### config.mk
export PLATFORM = sky130hd
export DESIGN_NAME = sertx_top
export DESIGN_NICKNAME = d
export VERILOG_FILES = /design/src/rtl/sertx_pkg.sv /design/src/rtl/sertx_hold.sv /design/src/rtl/sertx_frame.sv /design/src/rtl/sertx_ctl.sv /design/src/rtl/sertx_top.sv
export SDC_FILE = /design/constraint.sdc
export NUM_CORES = 1
export LEC_CHECK = 0
export ABC_AREA = 1
export BUFFER_PORTS_ARGS = -buffer_cell sky130_fd_sc_hd__buf_2
export CAP_MARGIN = 20
export CORE_ASPECT_RATIO = 2
export CORE_MARGIN = 8
export CORE_UTILIZATION = 30
export CTS_CLUSTER_SIZE = 24
export DETAILED_ROUTE_END_ITERATION = 12
export PLACE_DENSITY = 0.47
export SYNTH_ARGS = -nofsm -noshare
export SYNTH_HDL_FRONTEND = slang
export SYNTH_SLANG_ARGS = --single-unit
### constraint.sdc
create_clock -name clk -period 2.2 [get_ports clk]
set_input_delay 0 -clock clk [delete_from_list [all_inputs] [get_ports clk]]
set_output_delay 0 -clock clk [all_outputs]
set_load 0.02 [all_outputs]
### src/rtl/sertx_pkg.sv
package sertx_pkg;

    localparam int CHAR_MAX = 8;

    typedef enum logic [2:0] {
        CMD_NOP     = 3'd0,
        CMD_ENABLE  = 3'd1,
        CMD_DISABLE = 3'd2,
        CMD_RESET   = 3'd3,
        CMD_BRK_ON  = 3'd4,
        CMD_BRK_OFF = 3'd5,
        CMD_RTS_ON  = 3'd6,
        CMD_RTS_OFF = 3'd7
    } txcmd_e;

    localparam logic [2:0] PAR_NONE = 3'd0;
    localparam logic [2:0] PAR_EVEN = 3'd1;
    localparam logic [2:0] PAR_ODD  = 3'd2;
    localparam logic [2:0] PAR_LOW  = 3'd3;
    localparam logic [2:0] PAR_HIGH = 3'd4;
    localparam logic [2:0] PAR_ADDR = 3'd5;

    typedef enum logic [2:0] {
        FS_IDLE,
        FS_START,
        FS_DATA,
        FS_PAR,
        FS_STOP
    } fstate_e;

    typedef struct packed {
        logic [CHAR_MAX-1:0] data;
        logic                adbit;
    } hold_t;

    typedef struct packed {
        logic [1:0] len_code;
        logic [2:0] par;
        logic [1:0] stop;
    } fmt_t;

    function automatic logic [3:0] char_bits(input logic [1:0] code);
        return 4'd5 + {2'b00, code};
    endfunction

    function automatic logic has_parity(input logic [2:0] p);
        return (p >= PAR_EVEN) && (p <= PAR_ADDR);
    endfunction

    function automatic logic calc_parity(input logic [CHAR_MAX-1:0] d,
                                         input logic [1:0] code,
                                         input logic [2:0] p,
                                         input logic ad);
        logic [CHAR_MAX-1:0] m;
        logic x;
        for (int i = 0; i < CHAR_MAX; i++) begin
            m[i] = d[i] & (i < int'(code) + 5);
        end
        x = ^m;
        case (p)
            PAR_EVEN: return x;
            PAR_ODD:  return ~x;
            PAR_LOW:  return 1'b0;
            PAR_HIGH: return 1'b1;
            PAR_ADDR: return ad;
            default:  return 1'b1;
        endcase
    endfunction

endpackage

### src/rtl/sertx_hold.sv
module sertx_hold
    import sertx_pkg::*;
(
    input  logic  clk,
    input  logic  rst,
    input  logic  wr_req,
    input  hold_t wr_char,
    input  logic  enabled,
    input  logic  take,
    input  logic  flush,
    output logic  valid,
    output hold_t q
);

    always_ff @(posedge clk) begin
        if (rst || flush) begin
            valid <= 1'b0;
            q     <= '0;
        end else if (take) begin
            valid <= 1'b0;
        end else if (wr_req && enabled && !valid) begin
            valid <= 1'b1;
            q     <= wr_char;
        end
    end

    // a full holding stage keeps its character against further writes
    a_r6_full_kept: assert property (@(posedge clk) disable iff (rst)
        (valid && !take && !flush) |=> (valid && $stable(q)));

endmodule

### src/rtl/sertx_frame.sv
module sertx_frame
    import sertx_pkg::*;
#(
    parameter int TICKS_PER_BIT = 16
) (
    input  logic  clk,
    input  logic  rst,
    input  logic  tick,
    input  logic  abort,
    input  logic  load,
    input  hold_t ch,
    input  fmt_t  fmt,
    output logic  line,
    output logic  idle
);

    localparam int CW = $clog2(2 * TICKS_PER_BIT + 1);
    localparam logic [CW-1:0] LEN_ONE  = CW'(TICKS_PER_BIT);
    localparam logic [CW-1:0] LEN_HALF = CW'(TICKS_PER_BIT + TICKS_PER_BIT / 2);
    localparam logic [CW-1:0] LEN_TWO  = CW'(2 * TICKS_PER_BIT);

    fstate_e             st;
    logic [CHAR_MAX-1:0] sh;
    logic [3:0]          left;
    logic                pbit;
    logic                use_par;
    logic [CW-1:0]       cnt;
    logic [CW-1:0]       stop_len;
    logic [CW-1:0]       limit;
    logic                bit_end;

    always_comb begin
        limit   = (st == FS_STOP) ? stop_len : LEN_ONE;
        bit_end = tick && (cnt == limit - 1'b1);
    end

    always_ff @(posedge clk) begin
        if (rst || abort) begin
            st      <= FS_IDLE;
            cnt     <= '0;
            sh      <= '0;
            left    <= '0;
            pbit    <= 1'b1;
            use_par <= 1'b0;
            stop_len <= LEN_ONE;
        end else if (st == FS_IDLE) begin
            if (load) begin
                st      <= FS_START;
                cnt     <= '0;
                sh      <= ch.data;
                left    <= char_bits(fmt.len_code);
                pbit    <= calc_parity(ch.data, fmt.len_code, fmt.par, ch.adbit);
                use_par <= has_parity(fmt.par);
                case (fmt.stop)
                    2'd0:    stop_len <= LEN_ONE;
                    2'd1:    stop_len <= LEN_HALF;
                    default: stop_len <= LEN_TWO;
                endcase
            end
        end else if (tick) begin
            if (bit_end) begin
                cnt <= '0;
                case (st)
                    FS_START: st <= FS_DATA;
                    FS_DATA: begin
                        sh   <= sh >> 1;
                        left <= left - 4'd1;
                        if (left == 4'd1) begin
                            st <= use_par ? FS_PAR : FS_STOP;
                        end
                    end
                    FS_PAR:  st <= FS_STOP;
                    default: st <= FS_IDLE;
                endcase
            end else begin
                cnt <= cnt + 1'b1;
            end
        end
    end

    always_comb begin
        case (st)
            FS_START: line = 1'b0;
            FS_DATA:  line = sh[0];
            FS_PAR:   line = pbit;
            default:  line = 1'b1;
        endcase
        idle = (st == FS_IDLE);
    end

    // data state always has bits left to send, never more than a full character
    a_r1_data_left: assert property (@(posedge clk) disable iff (rst)
        (st == FS_DATA) |-> (left != 4'd0 && left <= 4'(CHAR_MAX)));

    // the stop period never runs past its programmed length
    a_r2_stop_window: assert property (@(posedge clk) disable iff (rst)
        (st == FS_STOP) |-> (cnt < stop_len));

endmodule

### src/rtl/sertx_ctl.sv
module sertx_ctl
    import sertx_pkg::*;
(
    input  logic       clk,
    input  logic       rst,
    input  logic       cmd_valid,
    input  logic [2:0] cmd,
    input  logic       auto_rts,
    input  logic       frame_idle,
    input  logic       hold_valid,
    input  logic       cts_block,
    output logic       enabled,
    output logic       brk_act,
    output logic       flush,
    output logic       rts_n
);

    logic   brk_pend;
    logic   rts_on;
    txcmd_e c;
    logic   ends_break;

    always_comb begin
        c          = txcmd_e'(cmd);
        flush      = cmd_valid && (c == CMD_RESET);
        ends_break = cmd_valid && (c == CMD_DISABLE || c == CMD_RESET || c == CMD_BRK_OFF);
        rts_n      = !rts_on;
    end

    always_ff @(posedge clk) begin
        if (rst) begin
            enabled  <= 1'b0;
            brk_pend <= 1'b0;
            brk_act  <= 1'b0;
            rts_on   <= 1'b0;
        end else begin
            if (brk_pend && !brk_act && frame_idle && (!hold_valid || cts_block)) begin
                brk_act  <= 1'b1;
                brk_pend <= 1'b0;
            end
            if (auto_rts && !enabled && frame_idle && !hold_valid) begin
                rts_on <= 1'b0;
            end
            if (cmd_valid) begin
                case (c)
                    CMD_ENABLE: enabled <= 1'b1;
                    CMD_DISABLE, CMD_RESET: begin
                        enabled  <= 1'b0;
                        brk_pend <= 1'b0;
                        brk_act  <= 1'b0;
                    end
                    CMD_BRK_ON:  if (enabled) brk_pend <= 1'b1;
                    CMD_BRK_OFF: begin
                        brk_pend <= 1'b0;
                        brk_act  <= 1'b0;
                    end
                    CMD_RTS_ON:  rts_on <= 1'b1;
                    CMD_RTS_OFF: rts_on <= 1'b0;
                    default: ;
                endcase
            end
        end
    end

    // an active break persists until one of its ending commands
    a_r11_break_held: assert property (@(posedge clk) disable iff (rst)
        (brk_act && !ends_break) |=> brk_act);

    // automatic mode releases request-to-send once disabled and empty
    a_r12_auto_rts: assert property (@(posedge clk) disable iff (rst)
        (auto_rts && !enabled && frame_idle && !hold_valid &&
         !(cmd_valid && c == CMD_RTS_ON)) |=> rts_n);

endmodule

### src/rtl/sertx_top.sv
module sertx_top
    import sertx_pkg::*;
#(
    parameter int TICKS_PER_BIT = 16
) (
    input  logic       clk,
    input  logic       rst,
    input  logic       tick16,
    input  logic [1:0] cfg_len,
    input  logic [2:0] cfg_parity,
    input  logic [1:0] cfg_stop,
    input  logic       cfg_cts_en,
    input  logic       cfg_auto_rts,
    input  logic       cmd_valid,
    input  logic [2:0] cmd_code,
    input  logic       wr_en,
    input  logic [7:0] wr_data,
    input  logic       wr_addr_bit,
    input  logic       cts_n,
    output logic       txd,
    output logic       tx_ready,
    output logic       tx_empty,
    output logic       rts_n
);

    logic  enabled;
    logic  brk_act;
    logic  flush;
    logic  hold_valid;
    hold_t hold_q;
    hold_t wr_char;
    fmt_t  fmt;
    logic  frame_idle;
    logic  frame_line;
    logic  cts_blocked;
    logic  load;

    always_comb begin
        wr_char     = '{data: wr_data, adbit: wr_addr_bit};
        fmt         = '{len_code: cfg_len, par: cfg_parity, stop: cfg_stop};
        cts_blocked = cfg_cts_en && cts_n;
        load        = hold_valid && frame_idle && enabled && !cts_blocked && !brk_act && !flush;
    end

    sertx_ctl u_ctl (
        .clk        (clk),
        .rst        (rst),
        .cmd_valid  (cmd_valid),
        .cmd        (cmd_code),
        .auto_rts   (cfg_auto_rts),
        .frame_idle (frame_idle),
        .hold_valid (hold_valid),
        .cts_block  (cts_blocked),
        .enabled    (enabled),
        .brk_act    (brk_act),
        .flush      (flush),
        .rts_n      (rts_n)
    );

    sertx_hold u_hold (
        .clk     (clk),
        .rst     (rst),
        .wr_req  (wr_en),
        .wr_char (wr_char),
        .enabled (enabled),
        .take    (load),
        .flush   (flush),
        .valid   (hold_valid),
        .q       (hold_q)
    );

    sertx_frame #(.TICKS_PER_BIT(TICKS_PER_BIT)) u_frame (
        .clk   (clk),
        .rst   (rst),
        .tick  (tick16),
        .abort (flush),
        .load  (load),
        .ch    (hold_q),
        .fmt   (fmt),
        .line  (frame_line),
        .idle  (frame_idle)
    );

    always_comb begin
        txd      = brk_act ? 1'b0 : frame_line;
        tx_ready = enabled && !hold_valid;
        tx_empty = frame_idle && !hold_valid;
    end

    // an accepted write takes the ready flag down on the next edge
    a_r4_ready_drop: assert property (@(posedge clk) disable iff (rst)
        (wr_en && tx_ready && !flush) |=> !tx_ready);

    // empty with no break means the line sits at mark
    a_r5_empty_mark: assert property (@(posedge clk) disable iff (rst)
        (tx_empty && !brk_act) |-> txd);

    // reset command returns line to mark and leaves nothing queued
    a_r8_reset_mark: assert property (@(posedge clk) disable iff (rst)
        flush |=> (txd && tx_empty && !tx_ready));

    // a frame only begins when clear-to-send allowed it
    a_r9_cts_start: assert property (@(posedge clk) disable iff (rst)
        $fell(frame_idle) |-> $past(!cts_blocked));

    // no frame is running while the break holds the line
    a_r10_break_idle: assert property (@(posedge clk) disable iff (rst)
        brk_act |-> frame_idle);

endmodule

==> impl_metrics.prom, run 1 <==
# TYPE chip_impl_metric gauge
chip_impl_metric{name="finish.cell_count_without_fillers",unit=""} 491
chip_impl_metric{name="synth_warnings",unit=""} 0
chip_impl_info{name="rsz0062_at_grt",value="yes"} 1
chip_impl_info{name="timing.setup.critical_path_class",value="reg2reg"} 1
chip_impl_info{name="hold_start",value="cmd_valid"} 1
chip_impl_metric{name="grt_first_pass_wirelength",unit="um"} 9611
chip_impl_metric{name="worst_ir_drop_vdd",unit="mV"} 0.5530
chip_impl_info{name="cts_tree",value="done"} 1
chip_impl_metric{name="ys_types",unit=""} 35
chip_impl_metric{name="final_hold_viol_count",unit=""} 0
chip_impl_info{name="cpMostUsedCell",value="sky130_fd_sc_hd__nor2_1"} 1
chip_impl_metric{name="post_synth_fa_ha_maj_area_fraction",unit=""} 0.03765
chip_impl_metric{name="coreArea",unit="mm2"} 0.007545
chip_impl_metric{name="wl_met1",unit="um"} 2423
chip_impl_metric{name="place.detailed.hpwl",unit="um"} 4495
chip_impl_metric{name="seq_area_frac_synth",unit=""} 0.3443
chip_impl_metric{name="slew_viol_final",unit=""} 0
chip_impl_metric{name="hold_slack_final",unit="ns"} 0.005182
chip_impl_metric{name="yosys_register_bits",unit=""} 40
chip_impl_metric{name="syn_inst",unit=""} 347
chip_impl_metric{name="worst_ep_required_time",unit="ns"} 2.38
chip_impl_info{name="timing.critical_path.slowest_stage_cell",value="sky130_fd_sc_hd__dfxtp_4"} 1
chip_impl_info{name="status",value="completed"} 1
chip_impl_metric{name="gp_congestion",unit=""} 0.8311
chip_impl_metric{name="met3_wirelength",unit="um"} 193
chip_impl_metric{name="power.leakage",unit="nW"} 1.332
chip_impl_info{name="end_kind",value="flip-flop"} 1
chip_impl_metric{name="clock_tree.htree_level_count",unit=""} 2
chip_impl_metric{name="boundaryPins",unit=""} 31
chip_impl_metric{name="routed-via-count",unit=""} 2268
chip_impl_metric{name="max_slew.worst_pin.slew",unit="ns"} 0.4283
chip_impl_metric{name="die_height",unit="um"} 140.5
chip_impl_metric{name="synth_simple_gate_area_share",unit=""} 0.3609
chip_impl_metric{name="slowest_delay",unit="ns"} 0.37
chip_impl_metric{name="routedWlPerCell",unit="um"} 12.51
chip_impl_metric{name="track_usage",unit=""} 0.1090
chip_impl_metric{name="clock-skew-final",unit="ns"} 0.007060
chip_impl_metric{name="final_min_period_over_clock_period",unit=""} 0.9442
chip_impl_metric{name="initial_core_util",unit=""} 0.3083
chip_impl_info{name="topRoutingLayerUsed",value="met4"} 1
chip_impl_metric{name="synth.net_count",unit=""} 381
chip_impl_metric{name="placedCellCount",unit=""} 466
chip_impl_metric{name="num-fill-cells",unit=""} 827
chip_impl_metric{name="cts.sink_count",unit=""} 40
chip_impl_metric{name="power-per-cell-area",unit="mW/mm2"} 1174
chip_impl_metric{name="mappedNetlistArea",unit="mm2"} 0.002326
chip_impl_info{name="worst_min_delay_path_category",value="in2reg"} 1
chip_impl_metric{name="wl_met2",unit="um"} 3364
chip_impl_metric{name="numCtsBuffers",unit=""} 5
chip_impl_info{name="yosys_most_used_dff",value="sky130_fd_sc_hd__dfxtp_1"} 1
chip_impl_info{name="reg2reg_from",value="u_frame.st[0]$_SDFFE_PP0P_"} 1
chip_impl_metric{name="grt_antenna_before_repair",unit=""} 0
chip_impl_metric{name="drtPass1Iterations",unit=""} 4
chip_impl_metric{name="synth-compound-area-share",unit=""} 0.1097
chip_impl_metric{name="via_per_inst",unit=""} 4.619
chip_impl_metric{name="wl",unit="um"} 6140
chip_impl_metric{name="drive_above_1_share",unit=""} 0.1788
chip_impl_metric{name="grt_start_max_net_pins",unit=""} 22
chip_impl_metric{name="setup_viol",unit=""} 0
chip_impl_metric{name="clk_pin_slew",unit="ns"} 0.06
chip_impl_info{name="worstPathCellList",value="nor2_4, nand3_1, ha_1, inv_1, nand2_1, nand2_1, nor2_1, nand3_2, o21ai_4, buf_12, nand3_4, nor2_1, nor2_1"} 1
chip_impl_metric{name="number_of_synthesized_flops_with_an_enable_pin",unit=""} 0
chip_impl_info{name="combinational_family_with_the_most_area_after_synthesis",value="simple AND/OR/NAND/NOR gates"} 1
chip_impl_metric{name="worst-path-max-fanout",unit=""} 10
chip_impl_metric{name="fin_nets",unit=""} 430
chip_impl_metric{name="synth_async_sr_flop_share",unit=""} 0
chip_impl_metric{name="worstPathArrival",unit="ns"} 2.26
chip_impl_metric{name="number_of_global_route_vias_before_repair",unit=""} 2115
chip_impl_info{name="cp-start-kind",value="flip-flop"} 1
chip_impl_metric{name="cts_max_path_buffers",unit=""} 2
chip_impl_metric{name="floorplan.rows",unit=""} 45
chip_impl_info{name="cts_root_buffer",value="sky130_fd_sc_hd__clkbuf_16"} 1
chip_impl_metric{name="finalCriticalPeriod",unit="ns"} 2.077
chip_impl_metric{name="floorplan.die_area",unit="mm2"} 0.01100
chip_impl_metric{name="insertedDiodeCount",unit=""} 0
chip_impl_info{name="worstSetupStartpoint",value="u_frame.st[0]$_SDFFE_PP0P_"} 1
chip_impl_metric{name="syn2layout_area_growth",unit="%"} 25.66
chip_impl_metric{name="synth_xor_xnor_area_share",unit=""} 0.03765
chip_impl_metric{name="floorplan.die.width",unit="um"} 78.26
chip_impl_metric{name="grt_overflow",unit=""} 0
chip_impl_metric{name="postSynthAreaPerCell",unit="um2"} 6.703
chip_impl_metric{name="clk-insertion-delay-late",unit="ns"} 0.29
chip_impl_metric{name="synthMuxAreaShare",unit=""} 0
chip_impl_metric{name="port-buffer-count",unit=""} 30
chip_impl_metric{name="slew_headroom",unit=""} 0.7138
chip_impl_metric{name="maxCapViolations",unit=""} 0
chip_impl_metric{name="initialDrtViolationCount",unit=""} 66
chip_impl_metric{name="drc_errors",unit=""} 0
chip_impl_metric{name="clock.fmax",unit="MHz"} 481.4
chip_impl_metric{name="remaining_number_of_nets_flagged_by_the_antenna_check_after_routing",unit=""} 0
## where the power goes
part | switching, mW | internal (mW) | leakage (nW) | total, mW
logic | 1.06 | 0.581 | 0.925 | 1.64
clock network | 0.304 | 0.534 | 0.0808 | 0.838
registers | 0.0955 | 0.860 | 0.326 | 0.955
total | 1.46 | 1.97 | 1.33 | 3.43
## registers in the layout, summed over array words and instances, names as in the netlist
| name | flops |
|---|---|
| u_frame.stop_len | 3 |
| u_frame.left | 4 |
| u_ctl.enabled | 1 |
| u_ctl.rts_on | 1 |
| u_frame.cnt | 6 |
| u_hold.valid | 1 |
| u_ctl.brk_pend | 1 |
| u_ctl.brk_act | 1 |
| u_frame.st | 3 |
| u_hold.q | 9 |
| u_frame.sh | 8 |
| u_frame.use_par | 1 |
| u_frame.pbit | 1 |
## area by class of cell
cell class                      instances  area, um2  area share
Clock buffer                            6      128.9     0.04409
Clock inverter                          2      35.03     0.01199
Inverter                               51      193.9     0.06635
Multi-Input combinational cell        250       1313      0.4491
Sequential cell                        40      809.5      0.2770
Tap cell                               94      117.6     0.04024
Timing Repair Buffer                   48      325.3      0.1113
## per-stage QoR
step                      power [mW]  setup slack (ns)    util   TNS, ns  cell area (um2)
final                          3.433            0.1227  0.3874         0             2923
after global routing           3.695          -0.02060  0.3874  -0.08629             2923
after CTS                      3.178           0.04175  0.3746         0             2826
after detailed placement       2.313           0.05835  0.3383         0             2552
after global placement         2.309           0.09443  0.3383         0             2552
after floorplan                2.044            0.2643       -         0             2326
## metal layers
layer	global-route usage	vias to the layer above
met1	0.1143	1011
li1	-	1206
met5	0	-
met3	0.02308	10
met4	0.05703	0
met2	0.1945	41
## final timing paths
kind                                  endpoint  slack (ns)  cells after the start
setup / recovery  u_frame.left[1]$_SDFFE_PP0P_        0.12                     13
hold / removal       u_ctl.brk_pend$_SDFF_PP0_       0.005                      3
setup reg to reg  u_frame.left[1]$_SDFFE_PP0P_        0.12                     13
hold reg to reg     u_frame.sh[7]$_SDFFE_PP0P_        0.47                      2
## timing repair
action / in CTS / in global routing
resized for setup: 0 / 12
setup buffers: 0 / 4
hold buffers: 11 / 0
endpoints found under the setup margin: 0 / 20
endpoints found under the hold margin: 11 / 0
## critical path: cells and delay by family, from the launching register on
family | cells | cell delay, ns
flip-flops | 1 | 0.37
buffers and inverters | 2 | 0.19
adder cells (fa/ha/maj) | 1 | 0.31
AND/OR/NAND/NOR | 9 | 0.88
AO/OA/AOI/OAI | 1 | 0.22
## cells by family (layout without fill, tap and decap cells)
logic type,count (synthesis),in the layout
adder cells (fa/ha/maj),7,7
flip-flops,40,40
AND/OR/NAND/NOR,187,189
buffers and inverters,59,107
AO/OA/AOI/OAI,44,44
XOR/XNOR,10,10
## cell usage after synthesis, types with 3 or more instances
| master | n | area share |
|---|---|---|
| sky130_fd_sc_hd__ha_1 | 7 | 0.038 |
| sky130_fd_sc_hd__nand2_1 | 97 | 0.16 |
| sky130_fd_sc_hd__a21oi_1 | 20 | 0.043 |
| sky130_fd_sc_hd__buf_6 | 3 | 0.015 |
| sky130_fd_sc_hd__nand2_4 | 3 | 0.015 |
| sky130_fd_sc_hd__nor2_2 | 3 | 0.0081 |
| sky130_fd_sc_hd__inv_2 | 3 | 0.0048 |
| sky130_fd_sc_hd__inv_1 | 48 | 0.077 |
| sky130_fd_sc_hd__nor2_1 | 41 | 0.066 |
| sky130_fd_sc_hd__nor3_1 | 6 | 0.013 |
| sky130_fd_sc_hd__o21ai_0 | 15 | 0.032 |
| sky130_fd_sc_hd__nand4_1 | 8 | 0.022 |
| sky130_fd_sc_hd__xor2_1 | 9 | 0.034 |
| sky130_fd_sc_hd__nand3_1 | 18 | 0.039 |
| sky130_fd_sc_hd__dfxtp_1 | 40 | 0.34 |
| sky130_fd_sc_hd__clkbuf_1 | 3 | 0.0048 |
## placed cells by master, fill, tap and decap left out, types with 2 or more instances in the layout
master | synthesis | routed
sky130_fd_sc_hd__nor2_1 | 41 | 40
sky130_fd_sc_hd__a21oi_1 | 20 | 20
sky130_fd_sc_hd__o21ai_0 | 15 | 15
sky130_fd_sc_hd__inv_2 | 3 | 3
sky130_fd_sc_hd__ha_1 | 7 | 7
sky130_fd_sc_hd__nand2_2 | 2 | 3
sky130_fd_sc_hd__buf_2 | 1 | 30
sky130_fd_sc_hd__inv_1 | 48 | 47
sky130_fd_sc_hd__nand3_1 | 18 | 18
sky130_fd_sc_hd__nand3_2 | 2 | 3
sky130_fd_sc_hd__buf_4 | 0 | 6
sky130_fd_sc_hd__nor2_4 | 2 | 3
sky130_fd_sc_hd__dlygate4sd3_1 | 0 | 11
sky130_fd_sc_hd__nand4_1 | 8 | 8
sky130_fd_sc_hd__nand2_4 | 3 | 3
sky130_fd_sc_hd__clkbuf_16 | 0 | 5
sky130_fd_sc_hd__xor2_1 | 9 | 9
sky130_fd_sc_hd__nor2_2 | 3 | 3
sky130_fd_sc_hd__dfxtp_1 | 40 | 37
sky130_fd_sc_hd__nor3_1 | 6 | 5
sky130_fd_sc_hd__nand2_1 | 97 | 96
sky130_fd_sc_hd__dfxtp_4 | 0 | 2
sky130_fd_sc_hd__nand3_4 | 1 | 2
sky130_fd_sc_hd__a211o_1 | 2 | 2
No activity file was read; power rests on OpenSTA's default activity.
==> inputs of run 2 (changes only) <==
--- a/config.mk
+++ b/config.mk
@@ -5,7 +5,6 @@
 export SDC_FILE = /design/constraint.sdc
 export NUM_CORES = 1
 export LEC_CHECK = 0
-export ABC_AREA = 1
 export BUFFER_PORTS_ARGS = -buffer_cell sky130_fd_sc_hd__buf_2
 export CAP_MARGIN = 20
 export CORE_ASPECT_RATIO = 2
==> run 2 against run 1 <==
Effect of this change: combinational power fell by 92%; design area decreased by 4.8%; fmax about the same; routed wire length shrank 13%; critical endpoint is now u_frame.left[0]$_SDFFE_PP0P_; largest cell class unchanged; highest routed layer unchanged.
==> impl_metrics.prom, run 2 <==
# TYPE chip_impl_metric gauge
chip_impl_metric{name="cts_max_path_buffers",unit=""} 2
chip_impl_metric{name="numCtsBuffers",unit=""} 5
chip_impl_metric{name="number_of_cells_on_the_worst_reg_to_reg_path",unit=""} 9
chip_impl_metric{name="slowest_delay",unit="ns"} 0.31
chip_impl_metric{name="clk-insertion-delay-late",unit="ns"} 0.28
chip_impl_info{name="cts_tree",value="done"} 1
chip_impl_metric{name="number_of_global_route_vias_before_repair",unit=""} 1958
chip_impl_metric{name="post_synth_fa_ha_maj_area_fraction",unit=""} 0.04042
chip_impl_info{name="combinational_family_with_the_most_area_after_synthesis",value="simple AND/OR/NAND/NOR gates"} 1
chip_impl_metric{name="yosys_register_bits",unit=""} 40
chip_impl_metric{name="postPlaceCellArea",unit="mm2"} 0.002451
chip_impl_metric{name="port-buffer-count",unit=""} 30
chip_impl_metric{name="boundaryPins",unit=""} 31
chip_impl_metric{name="clockPowerShare",unit=""} 0.488
chip_impl_info{name="end_kind",value="flip-flop"} 1
chip_impl_metric{name="worst_ir_drop_vdd",unit="mV"} 0.3030
chip_impl_metric{name="routedWlPerCell",unit="um"} 13.34
chip_impl_metric{name="worst-path-max-fanout",unit=""} 9
chip_impl_metric{name="holdPathStages",unit=""} 2
chip_impl_metric{name="remaining_number_of_nets_flagged_by_the_antenna_check_after_routing",unit=""} 0
chip_impl_info{name="reg2reg_to",value="u_frame.left[0]$_SDFFE_PP0P_"} 1
chip_impl_metric{name="final_min_period_over_clock_period",unit=""} 0.9436
chip_impl_info{name="worstHoldEndpoint",value="u_ctl.enabled$_SDFFE_PP0P_"} 1
chip_impl_metric{name="tns",unit="ns"} 0
chip_impl_metric{name="synth_warnings",unit=""} 0
chip_impl_info{name="most_common_library_cell_in_the_layout_ignoring_fill_and_taps",value="sky130_fd_sc_hd__dfxtp_1"} 1
chip_impl_metric{name="power.leakage",unit="nW"} 1.051
chip_impl_info{name="timing.critical_path.slowest_stage_cell",value="sky130_fd_sc_hd__dfxtp_1"} 1
chip_impl_info{name="yosys_most_used_dff",value="sky130_fd_sc_hd__dfxtp_1"} 1
chip_impl_metric{name="number_of_synthesized_flops_with_an_enable_pin",unit=""} 0
chip_impl_metric{name="pwr-share-seq",unit=""} 0.435
chip_impl_metric{name="slew_headroom",unit=""} 0.5631
chip_impl_metric{name="via_per_inst",unit=""} 4.935
chip_impl_info{name="hold_start",value="cmd_code[1]"} 1
chip_impl_metric{name="setup_viol",unit=""} 0
chip_impl_metric{name="finalCriticalPeriod",unit="ns"} 2.076
chip_impl_info{name="synth_top_cells_by_count",value="40 x sky130_fd_sc_hd__dfxtp_1, 30 x sky130_fd_sc_hd__nor2_1, 27 x sky130_fd_sc_hd__nand2_1"} 1
chip_impl_metric{name="largest_reg_flops",unit=""} 9
chip_impl_metric{name="track_usage",unit=""} 0.1065
chip_impl_metric{name="synth_xor_xnor_area_share",unit=""} 0.05889
chip_impl_info{name="cts_root_buffer",value="sky130_fd_sc_hd__clkbuf_16"} 1
chip_impl_metric{name="grt_antenna_before_repair",unit=""} 0
chip_impl_metric{name="hold_slack_final",unit="ns"} 0.005152
chip_impl_info{name="reg2reg_from",value="u_frame.st[1]$_SDFFE_PP0P_"} 1
chip_impl_metric{name="clk_pin_slew",unit="ns"} 0.06
chip_impl_metric{name="synth_async_sr_flop_share",unit=""} 0
chip_impl_metric{name="die_height",unit="um"} 136.2
chip_impl_info{name="rsz0062_at_grt",value="no"} 1
chip_impl_info{name="largest-register",value="u_hold.q"} 1
chip_impl_metric{name="place.detailed.hpwl",unit="um"} 3888
chip_impl_metric{name="syn_inst",unit=""} 257
chip_impl_metric{name="grt_overflow",unit=""} 0
chip_impl_metric{name="area_of_the_multi_input_gates",unit="mm2"} 0.001270
chip_impl_metric{name="clock-skew-final",unit="ns"} 0.004856
chip_impl_info{name="reg.largest.list",value="u_hold.q (9), u_frame.sh (8), u_frame.cnt (6)"} 1
chip_impl_metric{name="floorplan.die_area",unit="mm2"} 0.01036
chip_impl_metric{name="wl",unit="um"} 5349
chip_impl_metric{name="pre_cts_ws",unit="ns"} 0.03278
chip_impl_metric{name="ys_types",unit=""} 46
chip_impl_info{name="timing.critical_path.max_delay_family",value="simple AND/OR/NAND/NOR gates"} 1
chip_impl_metric{name="synth-compound-area-share",unit=""} 0.1952
chip_impl_metric{name="power-per-cell-area",unit="mW/mm2"} 608.6
chip_impl_metric{name="worst_ep_required_time",unit="ns"} 2.33
chip_impl_info{name="worstPathCellList",value="nor2_2, nand3_1, ha_2, xnor2_2, and4_1, o31ai_2, nand2_1, o21ai_0, a21oi_1"} 1
chip_impl_info{name="layout.cells.most_common_list",value="40 x sky130_fd_sc_hd__dfxtp_1, 30 x sky130_fd_sc_hd__buf_2, 29 x sky130_fd_sc_hd__nor2_1"} 1
chip_impl_metric{name="worstPathArrival",unit="ns"} 2.21
chip_impl_info{name="synth_area_leader_cell",value="sky130_fd_sc_hd__dfxtp_1"} 1
chip_impl_metric{name="initialDrtViolationCount",unit=""} 80
chip_impl_metric{name="fin_total_pwr",unit="mW"} 1.694
chip_impl_metric{name="drive_above_1_share",unit=""} 0.2362
chip_impl_metric{name="synth.net_count",unit=""} 291
chip_impl_metric{name="cts.sink_count",unit=""} 40
chip_impl_metric{name="stdcell_area",unit="mm2"} 0.002784
chip_impl_metric{name="p_sw",unit="mW"} 0.3701
chip_impl_metric{name="cp_num_buf_inv",unit=""} 0
chip_impl_info{name="post_synth_main_area_contributors",value="sky130_fd_sc_hd__dfxtp_1 37%, sky130_fd_sc_hd__nand3_1 5.3%, sky130_fd_sc_hd__nor2_1 5.2%, sky130_fd_sc_hd__a21oi_1 5.1%, sky130_fd_sc_hd__nand2_1 4.7%"} 1
chip_impl_metric{name="p_sw_frac",unit=""} 0.2185
chip_impl_info{name="worst_min_delay_path_category",value="in2reg"} 1
chip_impl_metric{name="coreArea",unit="mm2"} 0.007157
chip_impl_metric{name="layout.area.seq",unit="um2"} 800.8
chip_impl_metric{name="final_worst_setup_slack",unit="ns"} 0.1242
chip_impl_metric{name="grt_start_max_net_pins",unit=""} 15
chip_impl_info{name="cp-start-kind",value="flip-flop"} 1
chip_impl_info{name="most_common_cell_in_the_netlist",value="sky130_fd_sc_hd__dfxtp_1"} 1
chip_impl_metric{name="drtPass1Iterations",unit=""} 4
chip_impl_metric{name="floorplan.die.width",unit="um"} 76.10
chip_impl_metric{name="synthMuxAreaShare",unit=""} 0.04619
chip_impl_metric{name="critical_path_depth",unit=""} 9
chip_impl_metric{name="fin_nets",unit=""} 342
chip_impl_metric{name="seq_area_frac_synth",unit=""} 0.3695
chip_impl_metric{name="clock.fmax",unit="MHz"} 481.7
chip_impl_metric{name="final_hold_viol_count",unit=""} 0
chip_impl_info{name="timing.setup.critical_path_class",value="reg2reg"} 1
chip_impl_metric{name="combPwrFrac",unit=""} 0.077
chip_impl_metric{name="insertedDiodeCount",unit=""} 0
chip_impl_metric{name="postSynthAreaPerCell",unit="um2"} 8.432
chip_impl_metric{name="synth_simple_gate_area_share",unit=""} 0.2373
chip_impl_metric{name="clock_tree.htree_level_count",unit=""} 2
chip_impl_metric{name="syn2layout_area_growth",unit="%"} 28.46
chip_impl_metric{name="grt_first_pass_wirelength",unit="um"} 9142
chip_impl_metric{name="routed-via-count",unit=""} 1979
chip_impl_metric{name="drc_errors",unit=""} 0
chip_impl_metric{name="initial_core_util",unit=""} 0.3028
chip_impl_metric{name="num-fill-cells",unit=""} 737
chip_impl_metric{name="slew_viol_final",unit=""} 0
chip_impl_metric{name="max_slew.worst_pin.slew",unit="ns"} 0.6554
chip_impl_info{name="status",value="completed"} 1
chip_impl_metric{name="maxCapViolations",unit=""} 0
chip_impl_metric{name="gp_congestion",unit=""} 0.7803
chip_impl_metric{name="mappedNetlistArea",unit="mm2"} 0.002167
chip_impl_metric{name="p_int",unit="mW"} 1.324
chip_impl_metric{name="synth.top_cell.area_share",unit=""} 0.3695
chip_impl_metric{name="register_to_register_path_setup_slack",unit="ns"} 0.12
chip_impl_metric{name="floorplan.rows",unit=""} 44
[run 2: changes by cell type after synthesis, moves of 5 or more]
cell	change
sky130_fd_sc_hd__a211oi_2	+8
sky130_fd_sc_hd__xor2_1	-6
sky130_fd_sc_hd__nand3_1	+5
sky130_fd_sc_hd__inv_1	-38
sky130_fd_sc_hd__nor2_1	-11
sky130_fd_sc_hd__mux2i_1	+10
sky130_fd_sc_hd__xnor2_1	+8
sky130_fd_sc_hd__nand4_1	-7
sky130_fd_sc_hd__o21ai_0	-5
sky130_fd_sc_hd__nand2_1	-70
[run 2: how the worst max path moves through the flow]
stage | from | end | slack, ns
floorplan | u_frame.st[0]$_SDFFE_PP0P_ | u_frame.left[3]$_SDFFE_PP0P_ | 0.08
global placement | u_frame.st[0]$_SDFFE_PP0P_ | u_frame.left[1]$_SDFFE_PP0P_ | 0.13
detailed placement | u_frame.st[0]$_SDFFE_PP0P_ | u_frame.sh[3]$_SDFFE_PP0P_ | 0.03
CTS | u_frame.st[0]$_SDFFE_PP0P_ | u_frame.sh[3]$_SDFFE_PP0P_ | 0.008
global route | u_frame.st[1]$_SDFFE_PP0P_ | u_frame.sh[5]$_SDFFE_PP0P_ | 0.006
finish | u_frame.st[1]$_SDFFE_PP0P_ | u_frame.left[0]$_SDFFE_PP0P_ | 0.12
[run 2: per-stage QoR]
step	utilization	cells
final	0.3890	401
after global placement	0.3425	377
after global routing	0.3890	401
after floorplan	-	257
after CTS	0.3834	398
after detailed placement	0.3425	377
[run 2: logic make-up (layout without fill, tap and decap cells)]
family / Yosys count / count (layout)
AND/OR/NAND/NOR: 103 / 103
AO/OA/AOI/OAI: 61 / 61
flip-flops: 40 / 40
buffers and inverters: 23 / 75
XOR/XNOR: 13 / 13
multiplexers: 10 / 10
adder cells (fa/ha/maj): 7 / 7
[run 2: power by group through the flow]
stage | logic (mW) | registers, mW | clock network (mW)
after floorplan | 0.0638 | 0.751 | 0
after global placement | 0.114 | 0.753 | 0
after detailed placement | 0.116 | 0.753 | 0
after CTS | 0.132 | 0.736 | 0.849
after global routing | 0.146 | 0.737 | 0.873
final | 0.131 | 0.736 | 0.827
[run 2: routing by layer]
metal,part of all wire,global-route usage,wire [um],vias up
met3,0.034,0.02318,184,8
li1,-,-,-,1015
met5,0,0,0,-
met2,0.46,0.1725,2461,45
met4,0.021,0.05065,113,0
met1,0.48,0.1307,2590,911
[run 2: timing repair]
| action | in CTS | in global routing |
|---|---|---|
| pin swaps | 1 | 4 |
| buffers inserted | 2 | 3 |
| endpoints found under the setup margin | 3 | 19 |
| gates resized for setup | 0 | 4 |
| hold buffers | 11 | 0 |
| hold endpoints to repair | 12 | 0 |
[run 2: area by class of cell]
| class | count | area share |
|---|---|---|
| well taps | 92 | 0.04135 |
| repair buffers | 57 | 0.1411 |
| inverters | 10 | 0.01348 |
| multi-input cells | 194 | 0.4562 |
| clock buffers | 5 | 0.04494 |
| flip-flops and latches | 40 | 0.2876 |
| clock inverters | 3 | 0.01528 |
==> inputs of run 3 (changes only) <==
--- a/config.mk
+++ b/config.mk
@@ -7,12 +7,14 @@
 export LEC_CHECK = 0
 export BUFFER_PORTS_ARGS = -buffer_cell sky130_fd_sc_hd__buf_2
 export CAP_MARGIN = 20
+export CELL_PAD_IN_SITES_DETAIL_PLACEMENT = 0
+export CELL_PAD_IN_SITES_GLOBAL_PLACEMENT = 1
 export CORE_ASPECT_RATIO = 2
 export CORE_MARGIN = 8
 export CORE_UTILIZATION = 30
 export CTS_CLUSTER_SIZE = 24
 export DETAILED_ROUTE_END_ITERATION = 12
-export PLACE_DENSITY = 0.47
+export PLACE_DENSITY = 0.59
 export SYNTH_ARGS = -nofsm -noshare
 export SYNTH_HDL_FRONTEND = slang
 export SYNTH_SLANG_ARGS = --single-unit
==> constraint.sdc (replaced) <==
create_clock -name clk -period 2.2 [get_ports clk]
set_input_delay 0.44 -clock clk [delete_from_list [all_inputs] [get_ports clk]]
set_output_delay 0.44 -clock clk [all_outputs]
set_load 0.02 [all_outputs]
==> run 3 against run 2 <==
Effect of this change: design area fell by 3.4%; largest cell class unchanged; sequential share of layout area is 1.0 points higher; clock power rose by 1%.
==> impl_metrics.prom, run 3 (same netlist as run 2, synthesis figures left out) <==
# TYPE chip_impl_metric gauge
chip_impl_info{name="status",value="completed"} 1
chip_impl_metric{name="fin_nets",unit=""} 331
chip_impl_metric{name="p_int",unit="mW"} 1.315
chip_impl_info{name="timing.critical_path.max_delay_family",value="simple AND/OR/NAND/NOR gates"} 1
chip_impl_metric{name="routed-via-count",unit=""} 1884
chip_impl_metric{name="cts.sink_count",unit=""} 40
chip_impl_metric{name="maxCapViolations",unit=""} 0
chip_impl_metric{name="grt_antenna_before_repair",unit=""} 0
chip_impl_info{name="worstHoldEndpoint",value="u_hold.q[7]$_SDFFE_PP0P_"} 1
chip_impl_info{name="largest-register",value="u_hold.q"} 1
chip_impl_metric{name="syn2layout_area_growth",unit="%"} 24.13
chip_impl_metric{name="cts_max_path_buffers",unit=""} 2
chip_impl_metric{name="p_sw_frac",unit=""} 0.2232
chip_impl_metric{name="worstPathArrival",unit="ns"} 1.69
chip_impl_metric{name="stdcell_area",unit="mm2"} 0.002690
chip_impl_metric{name="numCtsBuffers",unit=""} 5
chip_impl_metric{name="clock-skew-final",unit="ns"} 0.002106
chip_impl_metric{name="floorplan.rows",unit=""} 44
chip_impl_info{name="worstPathCellList",value="buf_4, or3_4, buf_4, nor2_1, buf_2"} 1
chip_impl_metric{name="combPwrFrac",unit=""} 0.071
chip_impl_metric{name="tns",unit="ns"} 0
chip_impl_metric{name="max_slew.worst_pin.slew",unit="ns"} 0.4976
chip_impl_metric{name="port-buffer-count",unit=""} 30
chip_impl_metric{name="initial_core_util",unit=""} 0.3028
chip_impl_info{name="timing.critical_path.slowest_stage_cell",value="sky130_fd_sc_hd__or3_4"} 1
chip_impl_metric{name="finish.cell_count_without_fillers",unit=""} 390
chip_impl_info{name="most_common_library_cell_in_the_layout_ignoring_fill_and_taps",value="sky130_fd_sc_hd__dfxtp_1"} 1
chip_impl_metric{name="worst_ep_required_time",unit="ns"} 1.76
chip_impl_metric{name="power-per-cell-area",unit="mW/mm2"} 629.2
chip_impl_metric{name="cp_num_buf_inv",unit=""} 3
chip_impl_metric{name="slew_viol_final",unit=""} 0
chip_impl_metric{name="via_per_inst",unit=""} 4.831
chip_impl_metric{name="floorplan.die.width",unit="um"} 76.10
chip_impl_info{name="worst_min_delay_path_category",value="in2reg"} 1
chip_impl_metric{name="floorplan.die_area",unit="mm2"} 0.01036
chip_impl_metric{name="die_height",unit="um"} 136.2
chip_impl_metric{name="num-fill-cells",unit=""} 771
chip_impl_info{name="reg2reg_to",value="u_frame.sh[2]$_SDFFE_PP0P_"} 1
chip_impl_metric{name="grt_first_pass_wirelength",unit="um"} 8997
chip_impl_metric{name="critical_path_depth",unit=""} 5
chip_impl_metric{name="postPlaceCellArea",unit="mm2"} 0.002501
chip_impl_info{name="cts_root_buffer",value="sky130_fd_sc_hd__clkbuf_16"} 1
chip_impl_metric{name="power.leakage",unit="nW"} 1.008
chip_impl_info{name="cpMostUsedCell",value="sky130_fd_sc_hd__buf_4"} 1
chip_impl_metric{name="wl",unit="um"} 5239
chip_impl_metric{name="grt_start_max_net_pins",unit=""} 14
chip_impl_metric{name="slowest_delay",unit="ns"} 0.42
chip_impl_metric{name="finalCriticalPeriod",unit="ns"} 2.126
chip_impl_metric{name="slew_headroom",unit=""} 0.6683
chip_impl_metric{name="number_of_cells_on_the_worst_reg_to_reg_path",unit=""} 10
chip_impl_metric{name="remaining_number_of_nets_flagged_by_the_antenna_check_after_routing",unit=""} 0
chip_impl_metric{name="p_sw",unit="mW"} 0.3777
chip_impl_info{name="reg.largest.list",value="u_hold.q (9), u_frame.sh (8), u_frame.cnt (6)"} 1
chip_impl_metric{name="holdPathStages",unit=""} 3
chip_impl_metric{name="pwr-share-seq",unit=""} 0.435
chip_impl_metric{name="clk_pin_slew",unit="ns"} 0.06
chip_impl_metric{name="worst-path-max-fanout",unit=""} 9
chip_impl_metric{name="worst_ir_drop_vdd",unit="mV"} 0.3515
chip_impl_metric{name="placedCellCount",unit=""} 382
chip_impl_metric{name="drc_errors",unit=""} 0
chip_impl_info{name="timing.setup.critical_path_class",value="reg2out"} 1
chip_impl_metric{name="setup_viol",unit=""} 0
chip_impl_metric{name="clockPowerShare",unit=""} 0.494
chip_impl_metric{name="drive_above_1_share",unit=""} 0.2450
chip_impl_metric{name="number_of_global_route_vias_before_repair",unit=""} 1993
chip_impl_metric{name="boundaryPins",unit=""} 31
chip_impl_metric{name="final_hold_viol_count",unit=""} 0
chip_impl_metric{name="count_of_buffers_added_by_post_cts_timing_repair_for_setup",unit=""} 0
chip_impl_metric{name="register_to_register_path_setup_slack",unit="ns"} 0.15
chip_impl_metric{name="gp_congestion",unit=""} 0.7309
chip_impl_metric{name="drtPass1Iterations",unit=""} 4
chip_impl_info{name="end_kind",value="primary output"} 1
chip_impl_metric{name="insertedDiodeCount",unit=""} 0
chip_impl_metric{name="place.detailed.hpwl",unit="um"} 4051
chip_impl_info{name="layout.cells.most_common_list",value="39 x sky130_fd_sc_hd__dfxtp_1, 30 x sky130_fd_sc_hd__nor2_1, 30 x sky130_fd_sc_hd__buf_2"} 1
chip_impl_info{name="cts_tree",value="done"} 1
chip_impl_metric{name="coreArea",unit="mm2"} 0.007157
chip_impl_info{name="reg2reg_from",value="u_frame.st[0]$_SDFFE_PP0P_"} 1
chip_impl_info{name="cp-start-kind",value="flip-flop"} 1
chip_impl_metric{name="grt_overflow",unit=""} 0
chip_impl_metric{name="track_usage",unit=""} 0.1066
chip_impl_metric{name="holdBufCountCts",unit=""} 0
chip_impl_metric{name="routedWlPerCell",unit="um"} 13.43
chip_impl_metric{name="final_min_period_over_clock_period",unit=""} 0.9662
chip_impl_metric{name="initialDrtViolationCount",unit=""} 92
chip_impl_metric{name="clock_tree.htree_level_count",unit=""} 2
chip_impl_info{name="hold_start",value="wr_data[6]"} 1
chip_impl_metric{name="post_cts_resize_count",unit=""} 0
chip_impl_metric{name="clk-insertion-delay-late",unit="ns"} 0.29
chip_impl_metric{name="largest_reg_flops",unit=""} 9
chip_impl_metric{name="clock.fmax",unit="MHz"} 470.4
[run 3: cell count changes in the layout (fill, tap and decap cells not counted), sizes merged]
cell,before,now
dlygate4sd3,11,0
[run 3: layer usage]
| layer | wire [um] | part of all wire | up-vias | global-route usage |
|---|---|---|---|---|
| met2 | 2509 | 0.48 | 42 | 0.1754 |
| met5 | 0 | 0 | - | 0 |
| met4 | 106 | 0.020 | 0 | 0.05496 |
| li1 | - | - | 988 | - |
| met3 | 180 | 0.034 | 7 | 0.02517 |
| met1 | 2443 | 0.47 | 847 | 0.1258 |
[run 3: power groups by stage]
stage | sequential [mW] | clock, mW | combinational (mW)
after CTS | 0.736 | 0.868 | 0.123
after detailed placement | 0.753 | 0 | 0.122
after global placement | 0.753 | 0 | 0.121
final | 0.736 | 0.835 | 0.121
after global routing | 0.737 | 0.895 | 0.135
after floorplan | 0.751 | 0 | 0.0638
[run 3: worst max path at each step]
stage / from / to / slack (ns)
6_report: u_frame.st[0]$_SDFFE_PP0P_ / tx_empty / 0.07
3_5_place_dp: u_frame.st[0]$_SDFFE_PP0P_ / u_frame.sh[2]$_SDFFE_PP0P_ / 0.02
5_1_grt: u_frame.st[0]$_SDFFE_PP0P_ / u_frame.sh[3]$_SDFFE_PP0P_ / -0.003
2_1_floorplan: u_frame.st[0]$_SDFFE_PP0P_ / u_frame.left[3]$_SDFFE_PP0P_ / 0.08
3_3_place_gp: u_frame.st[0]$_SDFFE_PP0P_ / u_frame.left[3]$_SDFFE_PP0P_ / 0.08
4_1_cts: u_frame.st[0]$_SDFFE_PP0P_ / u_frame.sh[2]$_SDFFE_PP0P_ / 0.01
[run 3: tightest hold or removal path: stages]
cell                      delay, ns
sky130_fd_sc_hd__buf_2         0.09
sky130_fd_sc_hd__nand3_1       0.05
sky130_fd_sc_hd__a21oi_1       0.05
[run 3: cell type report]
class	count	area, um2	share of cell area
clock buffers	5	125.1	0.04651
inverters	10	37.54	0.01395
clock inverters	3	42.54	0.01581
multi-input cells	194	1272	0.4730
repair buffers	46	295.3	0.1098
well taps	92	115.1	0.04279
flip-flops and latches	40	802.0	0.2981
[run 3: metrics by stage]
| step | worst slack [ns] | hold WS, ns | util | power, mW |
|---|---|---|---|---|
| 4_1_cts | 0.01364 | 0.3930 | 0.3729 | 1.727 |
| 6_report | 0.07434 | 0.4024 | 0.3759 | 1.692 |
| 5_1_grt | -0.002841 | 0.4065 | 0.3759 | 1.767 |
| 3_3_place_gp | 0.08053 | 0.4513 | 0.3495 | 0.8732 |
| 3_5_place_dp | 0.02311 | 0.4506 | 0.3495 | 0.8745 |
| 2_1_floorplan | 0.08477 | 0.4353 | - | 0.8144 |
